[config.mk]
export PLATFORM = sky130hd
export DESIGN_NAME = adc_window_gate
export DESIGN_NICKNAME = d
export VERILOG_FILES = /design/src/rtl/adc_wg_pkg.sv /design/src/rtl/adc_wg_regs.sv /design/src/rtl/adc_wg_window.sv /design/src/rtl/adc_wg_store.sv /design/src/rtl/adc_window_gate.sv
export SDC_FILE = /design/constraint.sdc
export NUM_CORES = 1
export LEC_CHECK = 0
export ABC_AREA = 1
export BUFFER_PORTS_ARGS = -buffer_cell sky130_fd_sc_hd__buf_2
export CORE_MARGIN = 2
export CORE_UTILIZATION = 30
export DETAILED_ROUTE_END_ITERATION = 8
export PLACE_DENSITY = 0.59
export SYNTH_ARGS = -nofsm -noshare
export SYNTH_HDL_FRONTEND = slang
export SYNTH_HIERARCHICAL = 1
export SYNTH_SLANG_ARGS = --single-unit
[constraint.sdc]
create_clock -name clk -period 4.5 [get_ports clk]
set_input_delay 0.675 -clock clk [delete_from_list [all_inputs] [get_ports clk]]
set_output_delay 0.675 -clock clk [all_outputs]
set_load 0.1 [all_outputs]
[src/rtl/adc_wg_pkg.sv]
package adc_wg_pkg;
  localparam int MODE_W    = 8;
  localparam int MB_RES8   = 0;
  localparam int MB_WAKE   = 2;
  localparam int MB_WINOUT = 3;

  localparam logic [1:0] ADDR_MODE = 2'd0;
  localparam logic [1:0] ADDR_LO   = 2'd1;
  localparam logic [1:0] ADDR_HI   = 2'd2;

  typedef enum logic [1:0] {
    TRIG_SW      = 2'b00,
    TRIG_HW_NOWT = 2'b01,
    TRIG_HW_WAIT = 2'b10,
    TRIG_RSVD    = 2'b11
  } trig_sel_e;
endpackage

[src/rtl/adc_wg_regs.sv]
module adc_wg_regs
  import adc_wg_pkg::*;
#(
  parameter int RES_W = 12
) (
  input  logic               clk,
  input  logic               rst_n,
  input  logic               wr,
  input  logic [1:0]         addr,
  input  logic [RES_W-1:0]   wdata,
  input  logic               busy,
  output logic               res8,
  output logic               wake_en,
  output logic               win_out,
  output logic [RES_W-1:0]   lo_lim,
  output logic [RES_W-1:0]   hi_lim,
  output logic [MODE_W-1:0]  mode_rd,
  output logic               mode_wr_blocked
);
  logic mode_wr;

  assign mode_wr         = wr && (addr == ADDR_MODE) && !busy;
  assign mode_wr_blocked = wr && (addr == ADDR_MODE) && busy;

  always_ff @(posedge clk or negedge rst_n) begin
    if (!rst_n) begin
      res8    <= 1'b0;
      wake_en <= 1'b0;
      win_out <= 1'b0;
    end else if (mode_wr) begin
      res8    <= wdata[MB_RES8];
      wake_en <= wdata[MB_WAKE];
      win_out <= wdata[MB_WINOUT];
    end
  end

  always_ff @(posedge clk or negedge rst_n) begin
    if (!rst_n) begin
      lo_lim <= '0;
      hi_lim <= '1;
    end else if (wr) begin
      if (addr == ADDR_LO) lo_lim <= wdata;
      if (addr == ADDR_HI) hi_lim <= wdata;
    end
  end

  always_comb begin
    mode_rd            = '0;
    mode_rd[MB_RES8]   = res8;
    mode_rd[MB_WAKE]   = wake_en;
    mode_rd[MB_WINOUT] = win_out;
  end
endmodule

[src/rtl/adc_wg_window.sv]
module adc_wg_window #(
  parameter int RES_W    = 12,
  parameter int NARROW_W = 8
) (
  input  logic [RES_W-1:0] sample,
  input  logic [RES_W-1:0] lo_lim,
  input  logic [RES_W-1:0] hi_lim,
  input  logic             res8,
  input  logic             win_out,
  output logic             accept
);
  localparam int DROP_W = RES_W - NARROW_W;
  localparam logic [RES_W-1:0] NARROW_MASK = {{NARROW_W{1'b1}}, {DROP_W{1'b0}}};

  function automatic logic judge(input logic [RES_W-1:0] s,
                                 input logic [RES_W-1:0] lo,
                                 input logic [RES_W-1:0] hi,
                                 input logic             outside);
    logic below, above;
    below = (s < lo);
    above = (hi < s);
    return outside ? (below || above) : !(below || above);
  endfunction

  logic [RES_W-1:0] s_eff, lo_eff, hi_eff;

  always_comb begin
    if (res8) begin
      s_eff  = sample & NARROW_MASK;
      lo_eff = lo_lim & NARROW_MASK;
      hi_eff = hi_lim & NARROW_MASK;
    end else begin
      s_eff  = sample;
      lo_eff = lo_lim;
      hi_eff = hi_lim;
    end
    accept = judge(s_eff, lo_eff, hi_eff, win_out);
  end
endmodule

[src/rtl/adc_wg_store.sv]
module adc_wg_store #(
  parameter int RES_W = 12
) (
  input  logic             clk,
  input  logic             rst_n,
  input  logic             done,
  input  logic             accept,
  input  logic [RES_W-1:0] sample,
  output logic [RES_W-1:0] result,
  output logic             irq
);
  logic take;
  assign take = done && accept;

  always_ff @(posedge clk or negedge rst_n) begin
    if (!rst_n) begin
      result <= '0;
      irq    <= 1'b0;
    end else begin
      irq <= take;
      if (take) result <= sample;
    end
  end
endmodule

[src/rtl/adc_window_gate.sv]
module adc_window_gate
  import adc_wg_pkg::*;
#(
  parameter int RES_W    = 12,
  parameter int NARROW_W = 8
) (
  input  logic                clk,
  input  logic                rst_n,
  input  logic                conv_done,
  input  logic [RES_W-1:0]    conv_result,
  input  logic                reg_wr,
  input  logic [1:0]          reg_addr,
  input  logic [RES_W-1:0]    reg_wdata,
  input  logic                conv_enable,
  input  logic                conv_start,
  input  logic                hw_trig,
  input  logic [1:0]          trig_sel,
  input  logic                seq_mode,
  output logic [RES_W-1:0]    result,
  output logic [NARROW_W-1:0] result_hi,
  output logic                conv_irq,
  output logic [MODE_W-1:0]   mode_rd,
  output logic                wake_req
);
  logic             res8, wake_en, win_out;
  logic [RES_W-1:0] lo_lim, hi_lim;
  logic             cmp_accept;
  logic             mode_wr_blocked;
  logic             wake_permitted;

  adc_wg_regs #(.RES_W(RES_W)) u_regs (
    .clk             (clk),
    .rst_n           (rst_n),
    .wr              (reg_wr),
    .addr            (reg_addr),
    .wdata           (reg_wdata),
    .busy            (conv_enable || conv_start),
    .res8            (res8),
    .wake_en         (wake_en),
    .win_out         (win_out),
    .lo_lim          (lo_lim),
    .hi_lim          (hi_lim),
    .mode_rd         (mode_rd),
    .mode_wr_blocked (mode_wr_blocked)
  );

  adc_wg_window #(.RES_W(RES_W), .NARROW_W(NARROW_W)) u_window (
    .sample  (conv_result),
    .lo_lim  (lo_lim),
    .hi_lim  (hi_lim),
    .res8    (res8),
    .win_out (win_out),
    .accept  (cmp_accept)
  );

  adc_wg_store #(.RES_W(RES_W)) u_store (
    .clk    (clk),
    .rst_n  (rst_n),
    .done   (conv_done),
    .accept (cmp_accept),
    .sample (conv_result),
    .result (result),
    .irq    (conv_irq)
  );

  assign result_hi      = result[RES_W-1 -: NARROW_W];
  assign wake_permitted = (trig_sel_e'(trig_sel) == TRIG_HW_WAIT) && !seq_mode;
  assign wake_req       = wake_en && wake_permitted && hw_trig;
endmodule

Word level (Yosys, flattened, before mapping)
Cells that the tools add are included.
{ "totals": {"register_bits": 40, "out_inout_bits": 30, "wordCells": 30} }
{ "classes": {"magnitude_cmp": 2, "eq_ne": 3, "n_mux": 4, "reduce_logical": 14} }
{ "ops": {"columns": ["operator", "count"], "rows": [
  ["$lt 12x12->1", 2],
  ["$mux 4", 3],
  ["$logic_and 1x1->1", 6],
  ["$eq 2x2->1 const B", 2],
  ["$reduce_and 2->1", 2],
  ["$logic_not 1->1", 3],
  ["$eq 2x1->1 const B", 1],
  ["$logic_not 2->1", 1],
  ["$logic_or 1x1->1", 2],
  ["$mux 1", 1]
]} }

Depth between registers and ports, before layout
{ "logic_depth": {"depth_word": 6, "mapped_depth": 17} }

Cells and area by module
The synthesis kept the hierarchy.
{ "modules_own_cells": {"columns": ["mod", "n_inst", "cells_per_inst", "area_each_um2", "seq_area_each_um2"], "rows": [
  ["adc_wg_regs", 1, 118, 1192.4, 690.7],
  ["adc_wg_window", 1, 115, 665.6, 0.0],
  ["adc_wg_store", 1, 54, 511.7, 325.3],
  ["adc_window_gate", 1, 14, 86.3, 0.0]
]} }

Worst setup path after synthesis
Ideal clock, no wire load.
{ "synth_path": {"path_kind": "input port to output port", "from": "input port trig_sel[0]", "to": "output port wake_req", "arrival_ns": 2.018, "required_time_ns": 3.825, "slack_ns": 1.807, "stages": 3, "cell_sequence": "inv_1 > nand3_1 > nor2_1"} }
{ "synth_between": {"elab_chain_cells": 4} }
{ "synth_lines": {"columns": ["element", "line_no", "text"], "rows": [
  ["from (decl)", "adc_window_gate.sv:17", "input logic [1:0] trig_sel,"],
  ["$eq 2x2->1", "adc_window_gate.sv:67", "assign wake_permitted = (trig_sel_e'(trig_sel) == TRIG_HW_WAIT) && !seq_mode;"],
  ["$logic_and 1x1->1", "adc_window_gate.sv:67", null],
  ["$logic_and 1x1->1 (2 in a row)", "adc_window_gate.sv:68", "assign wake_req = wake_en && wake_permitted && hw_trig;"],
  ["to (decl)", "adc_window_gate.sv:23", "output logic wake_req"]
]} }
No other way between the ends.

Final worst setup path
{ "layout_path": {"from": "register u_regs.res8", "to": "register u_store.result[6]"} }
{ "layout_between": {"elab_chain_cells": 6, "word_cells_on_any_way": 9, "cone_classes": "order compare (2); mux (4); reduce/logical (3)"} }
{ "layout_lines": {"columns": ["element", "line_no", "text"], "rows": [
  ["from (decl)", "adc_wg_regs.sv:12", "output logic res8,"],
  ["from (signal assigned)", "adc_wg_regs.sv:31", "res8 <= wdata[MB_RES8];"],
  ["$mux 4", "adc_wg_window.sv:28", "if (res8) begin"],
  ["$lt 12x12->1, on equally long branches", "adc_wg_window.sv:20, adc_wg_window.sv:21", null],
  ["$logic_or 1x1->1 (*)", "adc_wg_window.sv:22", "return outside ? (below || above) : !(below || above);"],
  ["$logic_not 1->1", "adc_wg_window.sv:22", null],
  ["$mux 1 (*)", "adc_wg_window.sv:22", null],
  ["via cmp_accept", "adc_window_gate.sv:27", "logic cmp_accept;"],
  ["$logic_and 1x1->1 (*)", "adc_wg_store.sv:13", "assign take = done && accept;"],
  ["to (signal assigned)", "adc_wg_store.sv:21", "if (take) result <= sample;"],
  ["to (decl)", "adc_wg_store.sv:9", "output logic [RES_W-1:0] result,"]
]} }
The timed path passes the listed nets; every way through them passes the cells marked *.
A chain may end at the register's enable or synchronous reset.

==> reports/metrics.yaml <==
clock_network:
  cts_max_level: 2
  cts_hold_buf: 0
  clk_pin_slew_worst_paths_ns: 0.08
  post-cts-setup-buffer-count: 0
  clockBufferDepth: 2
  cts_tree: "built"
  cts_sinks: 40
  ctsResizeCount: 0
  cts_made_buffers: 5
  cts_root_buf: "clkbuf_8"
  clkLatencyLatePin_ns: 0.29
worst_setup_path:
  crit_path_max_incr_delay_ns: 0.49
  cp_cell_sequence: "inv_2 -> nand2_1 -> inv_1 -> ha_1 -> a21oi_1 -> nand2_1 -> nand2_1 -> nand2_2 -> nand2_1 -> nand2_1 -> nand2_1 -> nand2_2 -> nand2_1 -> nand2_1"
  worstSetupPathType: "flop to flop"
  crit_path_top_delay_cell: "dfrtp_1"
  crit_top_cell: "nand2_1"
  crit_path_max_fanout: 13
  arrival_ns: 2.53
  cp.required_ns: 4.68
  endpoint_kind: "flop"
  cp-start-kind: "flop"
power_and_ir_drop:
  p_leak_nw: 1.59
  peakVddDrop_v: 0.000222
  p_per_area_nw_per_um2: 686
  power_mw: 1.93
drt:
  via_count: 1910
  postRouteAntennaNets: 0
  wl_per_cell_um: 11.3
  drtIter0Drc: 71
  drc: 0
  routed_wl_mm: 5.08
  viasPerCell: 4.24
  dr.pass1.iters: 4
final_layout:
  syn_to_final_growth_pct: 14.8
  final_common_cell: "nand2_1"
  fill_cells: 847
  n_antenna_cell: 0
  drive_gt1_frac: 0.305
  most-common-layout-cells: "nand2_1, buf_2, inv_1"
  fin_nets: 405
sta:
  fmax_ghz: 0.426
  fin_ws_ns: 2.15
  final.setup_skew_ns: 0.00993
  worst_pin_slew_ns: 0.901
  hold_violations: 0
  timing.final.crit_period_ns: 2.35
  relSlewSlack: 0.399
  fin_setup_tns_ns: 0
  period_share: 0.522
  drv_slew: 0
  finalSetupViolCount: 0
  rsz0062_at_grt: "false"
synth:
  netlist_instances: 299
  postSynthAreaPerCell_um2: 8.19
  synth_area_um2: 2450
  ys_warn_count: 6
global_routing:
  grt_max_degree: 41
  grt_usage: 0.120
  first_global_vias: 1806
  antenna_found_initial: 0
  overflow: 0
  grt_pass1_wl_mm: 8.40
floorplanning:
  die_h_um: 94.3
  dieArea_um2: 8900
  io_pins: 66
  die_w_um: 94.3
  start_util: 0.314
  rows: 32
  core_area_um2: 7810
placed_design:
  gp_congestion: 0.828
  portBuffers: 60
  dpl.hpwl_mm: 3.93
  dp_slack_ns: 1.99
outcome:
  status: "complete, no violations"
run:
  max_cap_viol_count: 0
min_path:
  hp-class: "flop to flop"
through the flow:
stage | std cells | hold WS (ns) | instance area, um^2 | utilization
after floorplan | 303 | 0.379 | 2460 | -
after global placement | 442 | 0.462 | 2700 | 0.346
after detailed placement | 442 | 0.464 | 2700 | 0.346
after CTS | 450 | 0.484 | 2810 | 0.360
after global routing | 450 | 0.495 | 2810 | 0.360
final | 450 | 0.477 | 2810 | 0.360
power breakdown:
part / total (mW) / internal [mW] / switching, mW
Clock: 0.293 / 0.164 / 0.129
Sequential: 0.530 / 0.466 / 0.0639
Combinational: 1.10 / 0.174 / 0.931
Total: 1.93 / 0.804 / 1.12
worst max-delay path: cells and delay by family (launching register included):
| family | cells | cell delay [ns] |
|---|---|---|
| AND/OR/NAND/NOR | 10 | 1.12 |
| buffers and inverters | 2 | 0.17 |
| AO/OA/AOI/OAI | 1 | 0.14 |
| adder cells (fa/ha/maj) | 1 | 0.30 |
| flip-flops | 1 | 0.49 |
final timing paths:
check / to / cells past startpoint / startpoint / slack (ns)
max: u_store/result[6]$_DFFE_PN0P_ / 14 / u_regs/res8$_DFFE_PN0P_ / 2.15
min: u_store/result[1]$_DFFE_PN0P_ / 2 / u_store/result[1]$_DFFE_PN0P_ / 0.48
max reg2reg: u_store/result[6]$_DFFE_PN0P_ / 14 / u_regs/res8$_DFFE_PN0P_ / 2.15
min reg2reg: u_store/result[1]$_DFFE_PN0P_ / 2 / u_store/result[1]$_DFFE_PN0P_ / 0.48
max in group asynchronous: u_regs/lo_lim[8]$_DFFE_PN0P_ / 1 / rst_n / 3.42
min in group asynchronous: u_regs/wake_en$_DFFE_PN0P_ / 1 / rst_n / 0.50
layer usage:
metal	vias to the layer above	wire (um)	GRT usage	share of wire
li1	1014	-	-	-
met4	0	88	0.0483	0.017
met2	45	2370	0.201	0.47
met1	845	2400	0.155	0.47
met3	6	223	0.0200	0.044
met5	-	0	0	0
area by class of cell:
class	instances	area, um^2	share of cell area
multi-input cells	189	1060	0.379
flip-flops and latches	40	1020	0.361
repair buffers	60	300	0.107
inverters	51	191	0.0681
well taps	102	128	0.0454
clock buffers	5	68.8	0.0245
clock inverters	3	42.5	0.0151
flip-flops by register name (all words and copies together) (netlist names):
| name | cells |
|---|---|
| u_regs/hi_lim | 12 |
| u_regs/lo_lim | 12 |
| u_regs/res8 | 1 |
| u_regs/wake_en | 1 |
| u_regs/win_out | 1 |
| u_store/irq | 1 |
| u_store/result | 12 |
Note: power is estimated with default switching activity, not from simulation.
